$ cat src/rtl/cvs_pkg.sv
package cvs_pkg;

  typedef enum logic [1:0] {
    KIND_DIRECT = 2'd0,
    KIND_PAGED  = 2'd1,
    KIND_PAGE   = 2'd2,
    KIND_RSVD   = 2'd3
  } req_kind_t;

  typedef enum logic [3:0] {
    SL_PRIM  = 4'd0,
    SL_START = 4'd1,
    SL_ACCEL = 4'd2,
    SL_BRAKE = 4'd3,
    SL_VER   = 4'd4,
    SL_MFG   = 4'd5,
    SL_PWM   = 4'd6,
    SL_TMO   = 4'd7,
    SL_EXTH  = 4'd8,
    SL_EXTL  = 4'd9,
    SL_CONS  = 4'd10,
    SL_CFN   = 4'd11,
    SL_CFG   = 4'd12
  } slot_t;

  localparam int NUM_SLOTS   = 13;
  localparam int CFG_EXT_BIT = 5;

  localparam int CVN_PRIM  = 1;
  localparam int CVN_START = 2;
  localparam int CVN_ACCEL = 3;
  localparam int CVN_BRAKE = 4;
  localparam int CVN_VER   = 7;
  localparam int CVN_MFG   = 8;
  localparam int CVN_PWM   = 9;
  localparam int CVN_TMO   = 11;
  localparam int CVN_EXTH  = 17;
  localparam int CVN_EXTL  = 18;
  localparam int CVN_CONS  = 19;
  localparam int CVN_CFN   = 21;
  localparam int CVN_CFG   = 29;

endpackage

$ cat src/rtl/cvs_decode.sv
module cvs_decode
  import cvs_pkg::*;
#(
  parameter int CV_W = 10
) (
  input  logic [1:0]      kind,
  input  logic [CV_W-1:0] cv,
  input  logic [7:0]      page,
  output logic            hit,
  output logic            is_page,
  output slot_t           slot
);

  logic [CV_W-1:0] eff_cv;
  logic [CV_W-1:0] page_base;
  logic            map_hit;

  always_comb begin
    page_base = CV_W'({page, 2'b00});
    if (req_kind_t'(kind) == KIND_PAGED)
      eff_cv = page_base - CV_W'(3) + CV_W'(cv[1:0]);
    else
      eff_cv = cv;
  end

  always_comb begin
    map_hit = 1'b1;
    slot    = SL_PRIM;
    case (eff_cv)
      CV_W'(CVN_PRIM):  slot = SL_PRIM;
      CV_W'(CVN_START): slot = SL_START;
      CV_W'(CVN_ACCEL): slot = SL_ACCEL;
      CV_W'(CVN_BRAKE): slot = SL_BRAKE;
      CV_W'(CVN_VER):   slot = SL_VER;
      CV_W'(CVN_MFG):   slot = SL_MFG;
      CV_W'(CVN_PWM):   slot = SL_PWM;
      CV_W'(CVN_TMO):   slot = SL_TMO;
      CV_W'(CVN_EXTH):  slot = SL_EXTH;
      CV_W'(CVN_EXTL):  slot = SL_EXTL;
      CV_W'(CVN_CONS):  slot = SL_CONS;
      CV_W'(CVN_CFN):   slot = SL_CFN;
      CV_W'(CVN_CFG):   slot = SL_CFG;
      default:          map_hit = 1'b0;
    endcase
  end

  assign is_page = (req_kind_t'(kind) == KIND_PAGE);
  assign hit     = map_hit && ((req_kind_t'(kind) == KIND_DIRECT) ||
                               (req_kind_t'(kind) == KIND_PAGED));

endmodule

$ cat src/rtl/cvs_rules.sv
module cvs_rules
  import cvs_pkg::*;
#(
  parameter int DATA_W     = 8,
  parameter int PWM_MAX    = 230,
  parameter int EXT_HI_MIN = 'hC0,
  parameter int EXT_HI_MAX = 'hE7
) (
  input  slot_t             slot,
  input  logic [DATA_W-1:0] data,
  input  logic              stage_ok,
  output logic              wr_ok,
  output logic              stage_load,
  output logic              pair_commit
);

  always_comb begin
    wr_ok       = 1'b1;
    stage_load  = 1'b0;
    pair_commit = 1'b0;
    case (slot)
      SL_PRIM: wr_ok = (data >= DATA_W'(1)) && (data <= DATA_W'(127));
      SL_VER,
      SL_MFG:  wr_ok = 1'b0;
      SL_PWM:  wr_ok = (data <= DATA_W'(PWM_MAX));
      SL_EXTH: begin
        wr_ok      = (data >= DATA_W'(EXT_HI_MIN)) && (data <= DATA_W'(EXT_HI_MAX));
        stage_load = wr_ok;
      end
      SL_EXTL: begin
        wr_ok       = stage_ok;
        pair_commit = stage_ok;
      end
      default: wr_ok = 1'b1;
    endcase
  end

endmodule

$ cat src/rtl/cvs_regs.sv
module cvs_regs #(
  parameter int NUM    = 13,
  parameter int DATA_W = 8,
  parameter logic [NUM-1:0][DATA_W-1:0] DEFS = '0
) (
  input  logic                       clk,
  input  logic                       rst_n,
  input  logic [NUM-1:0]             we,
  input  logic [NUM-1:0][DATA_W-1:0] wd,
  output logic [NUM-1:0][DATA_W-1:0] q
);

  for (genvar g = 0; g < NUM; g++) begin : g_slot
    always_ff @(posedge clk or negedge rst_n) begin
      if (!rst_n)     q[g] <= DEFS[g];
      else if (we[g]) q[g] <= wd[g];
    end
  end

endmodule

$ cat src/rtl/cv_store.sv
module cv_store
  import cvs_pkg::*;
#(
  parameter int CV_W        = 10,
  parameter int DATA_W      = 8,
  parameter int DEF_PRIMARY = 3,
  parameter int DEF_START   = 7,
  parameter int DEF_PWM     = 180,
  parameter int DEF_EXT     = 'hC003,
  parameter int DEF_CONFIG  = 'h02,
  parameter int VERSION_ID  = 'h11,
  parameter int MFG_ID      = 141,
  parameter int PWM_MAX     = 230,
  parameter int EXT_HI_MIN  = 'hC0,
  parameter int EXT_HI_MAX  = 'hE7,
  parameter int PAGE_DEF    = 1
) (
  input  logic                clk,
  input  logic                rst_n,
  input  logic                req_valid,
  output logic                req_ready,
  input  logic [1:0]          req_kind,
  input  logic                req_write,
  input  logic [CV_W-1:0]     req_cv,
  input  logic [DATA_W-1:0]   req_data,
  output logic                rsp_ack,
  output logic [DATA_W-1:0]   rsp_data,
  output logic [DATA_W-1:0]   cv_primary,
  output logic [DATA_W-1:0]   cv_start,
  output logic [DATA_W-1:0]   cv_accel,
  output logic [DATA_W-1:0]   cv_brake,
  output logic [DATA_W-1:0]   cv_pwm,
  output logic [DATA_W-1:0]   cv_timeout,
  output logic [2*DATA_W-1:0] cv_ext_addr,
  output logic [DATA_W-1:0]   cv_consist,
  output logic [DATA_W-1:0]   cv_consist_fn,
  output logic [DATA_W-1:0]   cv_config,
  output logic [7:0]          cv_page
);

  localparam int EXT_W = 2 * DATA_W;

  function automatic logic [NUM_SLOTS-1:0][DATA_W-1:0] build_defs();
    logic [NUM_SLOTS-1:0][DATA_W-1:0] d;
    logic [EXT_W-1:0] ext;
    d = '0;
    ext = EXT_W'(DEF_EXT);
    d[SL_PRIM]  = DATA_W'(DEF_PRIMARY);
    d[SL_START] = DATA_W'(DEF_START);
    d[SL_VER]   = DATA_W'(VERSION_ID);
    d[SL_MFG]   = DATA_W'(MFG_ID);
    d[SL_PWM]   = DATA_W'(DEF_PWM);
    d[SL_EXTH]  = ext[EXT_W-1:DATA_W];
    d[SL_EXTL]  = ext[DATA_W-1:0];
    d[SL_CFG]   = DATA_W'(DEF_CONFIG);
    return d;
  endfunction

  localparam logic [NUM_SLOTS-1:0][DATA_W-1:0] DEFS = build_defs();

  logic                               fire;
  logic                               hit, is_page;
  slot_t                              slot;
  logic                               wr_ok, stage_load, pair_commit;
  logic                               accept, rd_fire;
  logic                               stage_ok;
  logic [DATA_W-1:0]                  stage_val;
  logic [7:0]                         page_q;
  logic [NUM_SLOTS-1:0]               we;
  logic [NUM_SLOTS-1:0][DATA_W-1:0]   wd;
  logic [NUM_SLOTS-1:0][DATA_W-1:0]   q;

  assign fire    = req_valid && req_ready;
  assign accept  = fire && req_write && hit && wr_ok;
  assign rd_fire = fire && !req_write && hit;

  cvs_decode #(.CV_W(CV_W)) u_decode (
    .kind    (req_kind),
    .cv      (req_cv),
    .page    (page_q),
    .hit     (hit),
    .is_page (is_page),
    .slot    (slot)
  );

  cvs_rules #(
    .DATA_W     (DATA_W),
    .PWM_MAX    (PWM_MAX),
    .EXT_HI_MIN (EXT_HI_MIN),
    .EXT_HI_MAX (EXT_HI_MAX)
  ) u_rules (
    .slot        (slot),
    .data        (req_data),
    .stage_ok    (stage_ok),
    .wr_ok       (wr_ok),
    .stage_load  (stage_load),
    .pair_commit (pair_commit)
  );

  always_comb begin
    we = '0;
    for (int i = 0; i < NUM_SLOTS; i++) wd[i] = req_data;
    if (accept) begin
      if (pair_commit) begin
        we[SL_EXTH] = 1'b1;
        wd[SL_EXTH] = stage_val;
        we[SL_EXTL] = 1'b1;
      end else if (!stage_load) begin
        we[slot] = 1'b1;
      end
      if (slot == SL_PRIM) begin
        we[SL_CONS] = 1'b1;
        wd[SL_CONS] = '0;
        we[SL_CFG]  = 1'b1;
        wd[SL_CFG]  = q[SL_CFG] & ~(DATA_W'(1) << CFG_EXT_BIT);
      end
    end
  end

  cvs_regs #(
    .NUM    (NUM_SLOTS),
    .DATA_W (DATA_W),
    .DEFS   (DEFS)
  ) u_regs (
    .clk   (clk),
    .rst_n (rst_n),
    .we    (we),
    .wd    (wd),
    .q     (q)
  );

  always_ff @(posedge clk or negedge rst_n) begin
    if (!rst_n) begin
      stage_ok  <= 1'b0;
      stage_val <= '0;
    end else if (accept && stage_load) begin
      stage_ok  <= 1'b1;
      stage_val <= req_data;
    end else if (accept && pair_commit) begin
      stage_ok  <= 1'b0;
    end
  end

  always_ff @(posedge clk or negedge rst_n) begin
    if (!rst_n) begin
      page_q <= 8'(PAGE_DEF);
    end else if (fire && is_page && req_write) begin
      page_q <= req_data[7:0];
    end else if (fire && req_kind_t'(req_kind) == KIND_PAGED) begin
      page_q <= 8'(PAGE_DEF);
    end
  end

  always_ff @(posedge clk or negedge rst_n) begin
    if (!rst_n) begin
      req_ready <= 1'b1;
      rsp_ack   <= 1'b0;
      rsp_data  <= '0;
    end else begin
      req_ready <= !fire;
      rsp_ack   <= accept || rd_fire || (fire && is_page);
      if (rd_fire)
        rsp_data <= q[slot];
      else if (fire && is_page && !req_write)
        rsp_data <= DATA_W'(page_q);
    end
  end

  assign cv_primary    = q[SL_PRIM];
  assign cv_start      = q[SL_START];
  assign cv_accel      = q[SL_ACCEL];
  assign cv_brake      = q[SL_BRAKE];
  assign cv_pwm        = q[SL_PWM];
  assign cv_timeout    = q[SL_TMO];
  assign cv_ext_addr   = {q[SL_EXTH], q[SL_EXTL]};
  assign cv_consist    = q[SL_CONS];
  assign cv_consist_fn = q[SL_CFN];
  assign cv_config     = q[SL_CFG];
  assign cv_page       = page_q;

  AST_ACK_NEEDS_FIRE: assert property (@(posedge clk) disable iff (!rst_n)
    rsp_ack |-> $past(fire)) else $error("ack without request");

  AST_READY_GAP: assert property (@(posedge clk) disable iff (!rst_n)
    fire |=> !req_ready) else $error("ready high after acceptance");

  AST_PRIM_RANGE: assert property (@(posedge clk) disable iff (!rst_n)
    (cv_primary >= DATA_W'(1)) && (cv_primary <= DATA_W'(127))) else $error("primary out of range");

  AST_PRIM_SIDE: assert property (@(posedge clk) disable iff (!rst_n)
    (fire && req_write && hit && slot == SL_PRIM && req_data != '0 && req_data <= DATA_W'(127))
    |=> (cv_consist == '0) && !cv_config[CFG_EXT_BIT]) else $error("primary side effect missing");

  AST_PWM_RANGE: assert property (@(posedge clk) disable iff (!rst_n)
    cv_pwm <= DATA_W'(PWM_MAX)) else $error("pwm out of range");

  AST_EXT_RANGE: assert property (@(posedge clk) disable iff (!rst_n)
    (cv_ext_addr[EXT_W-1:DATA_W] >= DATA_W'(EXT_HI_MIN)) &&
    (cv_ext_addr[EXT_W-1:DATA_W] <= DATA_W'(EXT_HI_MAX))) else $error("ext high out of range");

  AST_EXT_PAIRED: assert property (@(posedge clk) disable iff (!rst_n)
    !(fire && req_write && hit && slot == SL_EXTL) |=> $stable(cv_ext_addr)) else $error("ext changed without low write");

  AST_PAGE_RESET: assert property (@(posedge clk) disable iff (!rst_n)
    (fire && req_kind_t'(req_kind) == KIND_PAGED) |=> (cv_page == 8'(PAGE_DEF))) else $error("page not reset");

  AST_RSVD_SILENT: assert property (@(posedge clk) disable iff (!rst_n)
    (fire && req_kind_t'(req_kind) == KIND_RSVD) |=> !rsp_ack) else $error("reserved kind acked");

endmodule

$ cat config.mk
export PLATFORM = sky130hd
export DESIGN_NAME = cv_store
export DESIGN_NICKNAME = d
export VERILOG_FILES = /design/src/rtl/cvs_pkg.sv /design/src/rtl/cvs_decode.sv /design/src/rtl/cvs_rules.sv /design/src/rtl/cvs_regs.sv /design/src/rtl/cv_store.sv
export SDC_FILE = /design/constraint.sdc
export NUM_CORES = 1
export LEC_CHECK = 0
export BUFFER_PORTS_ARGS = -buffer_cell sky130_fd_sc_hd__buf_4
export CAP_MARGIN = 30
export CORE_AREA = 2 2 134 136
export DETAILED_ROUTE_END_ITERATION = 6
export DIE_AREA = 0 0 136 138
export GPL_ROUTABILITY_DRIVEN = 0
export PLACE_DENSITY_LB_ADDON = 0.12
export SYNTH_ARGS = -nofsm -noshare
export SYNTH_HDL_FRONTEND = slang
export SYNTH_SLANG_ARGS = --single-unit
$ cat constraint.sdc
create_clock -name clk -period 4.7 [get_ports clk]
set_clock_uncertainty 0.15 [all_clocks]
set_input_delay 0 -clock clk [delete_from_list [all_inputs] [get_ports clk]]
set_output_delay 0 -clock clk [all_outputs]
set_load 0.1 [all_outputs]
# Word-level counts from Yosys, hierarchy flattened
# Cells that the tools add are included.
[word_totals]
in_bits = 24
wordCells = 108
regBits = 131
[op_classes]
magnitude_cmp = 7
n_eq_ne = 21
add_sub_neg = 2
muxes = 29
reduce_logical = 29
[ops]
columns = ["op", "n"]
rows = [
  ["2-to-1 mux 8 bit", 12],
  ["equality test 10 x 5 -> 1 bit, second input constant", 5],
  ["one-hot mux 4 bit (12 select lines)", 1],
  ["binary-select mux 8 bit (select 4 bit)", 1],
  ["equality test 10 x 4 -> 1 bit, second input constant", 3],
  ["2-to-1 mux 13 bit", 2],
  ["equality test 10 x 2 -> 1 bit, second input constant", 2],
  ["equality test 10 x 3 -> 1 bit, second input constant", 2],
  ["less-or-equal comparator 8 bit, second input constant", 2],
  ["logical AND 1 bit", 16],
  ["OR reduction 13 bit", 1],
  ["equality test 4 x 3 -> 1 bit, second input constant", 3],
  ["adder 10 x 2 -> 10 bit", 1],
  ["equality test 10 x 1 -> 1 bit, second input constant", 1],
  ["2-to-1 mux 10 bit", 1],
  ["subtractor 10 x 2 -> 10 bit, second input constant", 1],
  ["equality test 4 bit, second input constant", 2],
  [">= comparator 8 x 1 -> 1 bit, second input constant", 1],
  [">= comparator 8 bit, second input constant", 1],
  ["less-or-equal comparator 8 x 7 -> 1 bit, second input constant", 1],
  ["2-to-1 mux 1 bit", 8],
  ["nonzero test 2 bit", 3],
  ["< comparator 4 x 5 -> 1 bit, second input constant", 1],
  ["one-hot mux 1 bit (5 select lines)", 1],
  ["13 further kinds", 16],
]

# Longest topological paths before layout
[logic_depth]
ltp_word = 14
mapped_depth = 14
mapped_depth_nobuf = 10

# Hierarchy
# Synthesis repeated with hierarchy kept, for this count alone.
[unflattened]
cells_unflattened = 571
area_unflattened_um2 = 6910.4
[modules_own_cells]
columns = ["module", "cells_each", "area_per_inst_um2", "seq_area_each_um2", "n_inst"]
rows = [
  ["cvs_regs", 221, 3945.0, 2627.5, 1],
  ["cv_store", 260, 2343.5, 678.2, 1],
  ["cvs_decode", 69, 488.0, 0.0, 1],
  ["cvs_rules", 21, 133.9, 0.0, 1],
]

# Worst setup path after synthesis
# No wires, ideal clock.
[synth_timing]
path_kind = "reg-to-reg"
start = "reg page_q[1] (netlist: cv_page[1])"
end = "reg u_regs.q[78] (netlist bit)"
setup_time_ns = 0.128
period_less_slack_ns = 3.669
arrival_ns = 3.392
n_path_buf = 4
setup_slack_ns = 1.031
stages_incl_launch_ff = 14
t_required_ns = 4.422
cell_sequence = "dfrtp_1 nor3_2 mux2i_1 o21ai_1 or3_1 buf_2 a41oi_2 and2_0 buf_2 nor2b_1 and4_1 buf_4 buf_6 mux2_1"
[synth_via]
elab_chain_len = 12
elab_cells_between_ends = 40
[synth_lines]
columns = ["item", "line", "text"]
rows = [
  ["start: declaration", "cv_store.sv:68", "logic [7:0] page_q;"],
  ["start signal: assignment", "cv_store.sv:146", "page_q <= 8'(PAGE_DEF);"],
  ["start signal: assignment", "cv_store.sv:148", "page_q <= req_data[7:0];"],
  ["start signal: assignment", "cv_store.sv:150", "page_q <= 8'(PAGE_DEF);"],
  ["subtractor 10 x 2 -> 10 bit (*)", "cvs_decode.sv:21", "eff_cv = page_base - CV_W'(3) + CV_W'(cv[1:0]);"],
  ["adder 10 x 2 -> 10 bit (*)", "cvs_decode.sv:21", ""],
  ["2-to-1 mux 10 bit (*)", "cvs_decode.sv:20", "if (req_kind_t'(kind) == KIND_PAGED)"],
  ["equality test 10 x 5 -> 1 bit, or another cell as far along", "cvs_decode.sv:29", "case (eff_cv)"],
  ["one-hot mux 4 bit (12 select lines)", "cvs_decode.sv:29", ""],
  ["< comparator 4 x 5 -> 1 bit (implied by the code) or >= comparator 4 x 1 -> 1 bit (tied branches)", "cv_store.sv:109", "we[slot] = 1'b1;"],
  ["logical AND 1 bit (implied by the code)", "cv_store.sv:109", ""],
  ["2-to-1 mux 1 bit (implied by the code)", "cv_store.sv:109", ""],
  ["demux 1 bit (select 4 bit)", "cv_store.sv:109", ""],
  ["2-to-1 mux 13 bit", "cv_store.sv:108", "end else if (!stage_load) begin"],
  ["2-to-1 mux 2 bit", "cv_store.sv:104", "if (pair_commit) begin"],
  ["2-to-1 mux 13 bit (*)", "cv_store.sv:103", "if (accept) begin"],
  ["end signal: indexed assignment", "cvs_regs.sv:15", "if (!rst_n) q[g] <= DEFS[g];"],
  ["end signal: indexed assignment", "cvs_regs.sv:16", "else if (we[g]) q[g] <= wd[g];"],
  ["end: declaration", "cvs_regs.sv:10", "output logic [NUM-1:0][DATA_W-1:0] q"],
]
# Every way passes the cells marked *; elsewhere a longest branch is shown, timed or not.
# A chain may end at the register's enable or synchronous reset.

# Final worst setup path
[layout_timing]
start = "reg page_q[1] (netlist: cv_page[1])"
end = "reg u_regs.q[49] (netlist bit)"
[layout_via]
elab_chain_len = 12
elab_cells_between_ends = 40
[layout_lines]
columns = ["item", "line"]
rows = [
  ["subtractor 10 x 2 -> 10 bit (*)", "cvs_decode.sv:21"],
  ["adder 10 x 2 -> 10 bit (*)", "cvs_decode.sv:21"],
  ["2-to-1 mux 10 bit (*)", "cvs_decode.sv:20"],
  ["equality test 10 x 5 -> 1 bit, or another cell as far along", "cvs_decode.sv:29"],
  ["one-hot mux 4 bit (12 select lines)", "cvs_decode.sv:29"],
  ["< comparator 4 x 5 -> 1 bit (implied by the code) or >= comparator 4 x 1 -> 1 bit (tied branches)", "cv_store.sv:109"],
  ["logical AND 1 bit (implied by the code)", "cv_store.sv:109"],
  ["2-to-1 mux 1 bit (implied by the code)", "cv_store.sv:109"],
  ["demux 1 bit (select 4 bit)", "cv_store.sv:109"],
  ["2-to-1 mux 13 bit", "cv_store.sv:108"],
  ["2-to-1 mux 8 bit", "cv_store.sv:104"],
  ["2-to-1 mux 13 bit (*)", "cv_store.sv:103"],
]
# Marked as above.

==> flow_results.org <==
** Outcome
- The run finished with clean final reports.

** Drt
- DR DRC count :: 0
- The first detailed-routing pass took 5 iterations.
- Using the TritonRoute via totals, the vias-per-cell ratio works out to 5.99.
- After detailed routing, the average wire length per cell comes to 23.7 um.
- Count of routing violations after the opening detailed-route iteration :: roughly 340
- Summing over every cut layer, the via total after detailed routing is about 5800.
- Total wire length :: 23.0 mm
- Once detail routing completed, the nets flagged for antenna violations numbered 0.

** Synthesis
- Dividing the synthesized area by the synthesized cell count gives 10.8 um2.
- In this run, synthesis inferred 0 flip-flops with an integrated enable.
- Most frequently used flop master after synthesis :: sky130_fd_sc_hd__dfrtp_1
- Synthesis handed over a netlist of 708 instances.
- Summing the areas of all fa, ha and maj instances in the mapped netlist gives 0.163% of the synthesized area.
- Area share of the leading cell type in the synthesized netlist :: 35.6%
- Summing the areas of all compound-gate instances in the mapped netlist gives 14.3% of the synthesized area.
- By area, the combinational part of the netlist is dominated by multiplexers.
- Multiplexer share of the synthesized area :: 16.9%
- Synth Register Bits :: 131
- By area the synthesized netlist is led by sky130_fd_sc_hd__dfrtp_1 (36%), sky130_fd_sc_hd__mux2_2 (12%), sky130_fd_sc_hd__buf_4 (8.7%), sky130_fd_sc_hd__dfstp_2 (7.6%), sky130_fd_sc_hd__mux2i_1 (2.7%).
- Sorting the synthesized cells by how often they occur yields sky130_fd_sc_hd__dfrtp_1 (109), sky130_fd_sc_hd__buf_4 (89), sky130_fd_sc_hd__mux2_2 (81).
- Library cell with the highest instance count after synthesis :: sky130_fd_sc_hd__dfrtp_1
- Of the total synthesized cell area, the portion taken by AND, OR, NAND and NOR gates is 12.0%.
- Post-synthesis xor/xnor area fraction :: 0.784%
- Of all flip-flops after synthesis, the portion carrying an async set or reset was 100%.
- Cell accounting for the most synthesized area :: sky130_fd_sc_hd__dfrtp_1
- For this run, the number of Yosys warnings is 0.
- The netlist uses 77 different library cells.
- Post-synthesis instance area :: roughly 7700 um2
- Of the synthesized area, sequential elements account for between 40% and 50%.
- The number of nets in the synthesized netlist is 733.

** GRT
- Entering global routing, the biggest net connects 64 pins.
- The via count of the first global-routing pass was 5899.
- The first global-routing pass estimated 35.3 mm of wire.
- For this run, the total global-route usage over all layers was measured as between 20% and 30%.
- Initial antenna violation count :: 0
- After global routing the overflow that remains totals 0.

** STA
- Setup slack on the critical path of the routed design comes to 0.556 ns.
- Share of the clock period used by the worst path :: about nine tenths
- The clock period could shrink to about 4.1 ns.
- Transition at the pin with the smallest max-transition slack :: 0.884 ns
- F_max :: about 240 MHz
- Tightest slew margin relative to the limit :: between 40% and 50%
- The max-slew violation count came to 0.
- Unrepaired setup endpoints after global routing :: false
- Setup total negative slack on the finished layout was measured at 0 ns.
- Final Hold Fails :: 0
- Setup violations remaining at the end of the flow were counted as 0.

** Clocking
- The clock passes through at most 2 buffers.
- Post-CTS repair changed the size of 0 cells.
- CTS saw 131 sinks.
- Clock tree synthesis selected as its root buffer the cell sky130_fd_sc_hd__clkbuf_16.
- Clock latency of the later-clocked register in the worst-skew pair :: 0.43 ns
- The number of setup buffers added after CTS is 0.
- TritonCTS built the clock tree.
- Depth of the CTS H-tree :: 4
- In this run, CTS created clock tree buffers numbering 17.
- Clock-pin slew of the registers on the worst-case setup and hold paths :: ~0.06 ns

** Setup path
- Data on the critical path arrives at its endpoint at 4.30 ns.
- STA classifies the critical path endpoint as a flip-flop.
- Setup slack on the worst reg-to-reg path comes out at 0.56 ns.
- Critical Path Fanout Max :: 18
- RR Endpoint :: u_regs.q[49]
- The critical path goes through nor3_2 > mux2i_1 > o21ai_1 > a32oi_1 > and2_1 > o2111ai_1 > o211ai_2 > or4b_1 > mux2_4.
- Depth of the worst register-to-register path :: 9
- Type of the worst setup path :: reg -> reg
- Biggest cell delay along the critical path :: 0.77 ns
- Standard cell with the maximum stage delay on the critical path :: sky130_fd_sc_hd__or4b_1
- Required arrival time at the worst endpoint :: about 4.9 ns
- Category of cells accounting for the largest share of critical-path delay :: simple AND/OR/NAND/NOR gates
- The startpoint identified for the worst register-to-register timing path is cv_page[1].
- STA classifies the critical path startpoint as a flip-flop.
- Crit. path cell count :: 9
- The number of buffers and inverters on the critical path is 0.

** Min path
- In this run the worst hold path is classified as in -> async.

** Finish
- The area growth from synthesis to layout is 15.5%.
- Final net count :: 757
- Cells with a size suffix above 1 make up 40.4% of the layout.
- 0 antenna diodes ended up in the layout.

** Floorplanning
- Y dimension of the die :: around 140 um
- After floorplanning, the core was divided into a little under 50 placement rows.
- In this run the horizontal extent of the chip is 136 um.
- The region available for standard cell placement spans 17500 um2.
- For this configuration, the core starts out at a cell density of a little over two fifths.
- Full die area :: between 15000 and 20000 um2
- In this run the count of I/O pins placed on the die edge is 130.

** Power and ir drop
- Worst supply voltage drop on vdd :: 0.319 mV
- Internal power of the cells :: about 2.3 mW
- Combinational logic burns about a quarter of the power.
- Net switching power figure :: 1.25 mW
- For this design the static power due to leakage is roughly 4 nW.
- Clock network power share :: 40.9%
- Flop pwr share :: 35.2%
- Ratio of total power to cell area :: 404 nW/um2
- Net switching fraction of the power :: about a third

** Place
- The count of buffers added on input and output ports is 129.
- At the placement stage, the worst setup path has a slack of 0.629 ns.
- Detailed placement ended at an HPWL of ~17 mm.

** Job
- Max-cap violations :: 0
[repair_timing]
item,in CTS,in global routing
hold buffers,15,0
hold endpoints to repair,164,0
setup endpoints to repair,0,0
[kinds of logic (layout without fill, tap and decap cells)]
family / count (synthesis) / count (layout)
AOI/OAI and AO/OA: 146 / 146
xor gates and xnor gates: 6 / 6
adders and majority gates: 1 / 1
buffers and inverters: 155 / 192
DFF: 131 / 131
muxes: 113 / 113
and+or+nand+nor: 156 / 156
[worst max-delay path by stage]
stage	to	slack, ns	start
3_3_place_gp	u_regs.q[54]	0.79	cv_page[0]
3_5_place_dp	u_regs.q[51]	0.63	cv_page[1]
6_report	u_regs.q[49]	0.56	cv_page[1]
5_1_grt	u_regs.q[49]	0.37	cv_page[1]
2_1_floorplan	u_regs.q[78]	1.03	cv_page[1]
4_1_cts	u_regs.q[49]	0.60	cv_page[1]
[routing by layer]
layer | vias up | routed length, um | global-route usage (%)
met5 | - | 0 | 0
met4 | 0 | 769 | 10.4
met3 | 47 | 1730 | 6.16
met2 | 268 | 10700 | 38.5
met1 | 2944 | 9830 | 33.9
li1 | 2572 | - | -
[cell usage in the layout (no fill, tap or decap), types with 15 or more instances in the layout]
cell,n
sky130_fd_sc_hd__buf_4,138
sky130_fd_sc_hd__dfrtp_1,109
sky130_fd_sc_hd__mux2_2,81
sky130_fd_sc_hd__a22oi_1,26
sky130_fd_sc_hd__nor2_1,24
sky130_fd_sc_hd__nand2_1,24
sky130_fd_sc_hd__dfstp_2,22
sky130_fd_sc_hd__mux2i_1,21
sky130_fd_sc_hd__a22o_1,21
sky130_fd_sc_hd__a21oi_1,17
sky130_fd_sc_hd__clkbuf_16,17
sky130_fd_sc_hd__a211oi_1,15
sky130_fd_sc_hd__and3_1,15
[power by group through the flow]
stage	clock, mW	sequential [mW]	combinational (mW)
2_1_floorplan	0	1.48	0.440
3_3_place_gp	0	1.27	0.833
3_5_place_dp	0	1.28	0.840
4_1_cts	1.48	1.26	0.853
5_1_grt	1.53	1.26	0.892
6_report	1.46	1.26	0.855
[per-stage QoR]
step | utilization, % | total power, mW | std cells | hold slack, ns | cell area, um2
CTS | 50.4 | 3.59 | 974 | 0.0111 | 8840
detailed placement | 45.8 | 2.12 | 927 | -0.159 | 8030
global placement | 45.8 | 2.11 | 927 | -0.178 | 8030
global route | 50.4 | 3.69 | 974 | 0.0291 | 8840
floorplan | - | 1.92 | 708 | -0.446 | 7660
finish | 50.4 | 3.57 | 974 | 0.0223 | 8840
[area by class of cell]
cell class,count,area (um2)
fillers,1634,8690
multi-input cells,422,3380
flip-flops and latches,131,3310
repair buffers,153,1200
clock buffers,19,453
well taps,229,287
clock inverters,13,195
inverters,7,26.3
[registers in the layout, summed over array words and instances, names as in the netlist]
register,cells
stage_ok,1
rsp_data,8
cv_page,8
req_ready,1
stage_val,8
rsp_ack,1
u_regs.q,104
[worst register-to-register path: cells and delay by family (launching register included)]
family	cells	cell delay (ns)
flops	1	0.56
mux	2	0.66
compound gates	4	0.94
simple gates	3	1.71
Note: power is estimated with default switching activity, not from simulation.
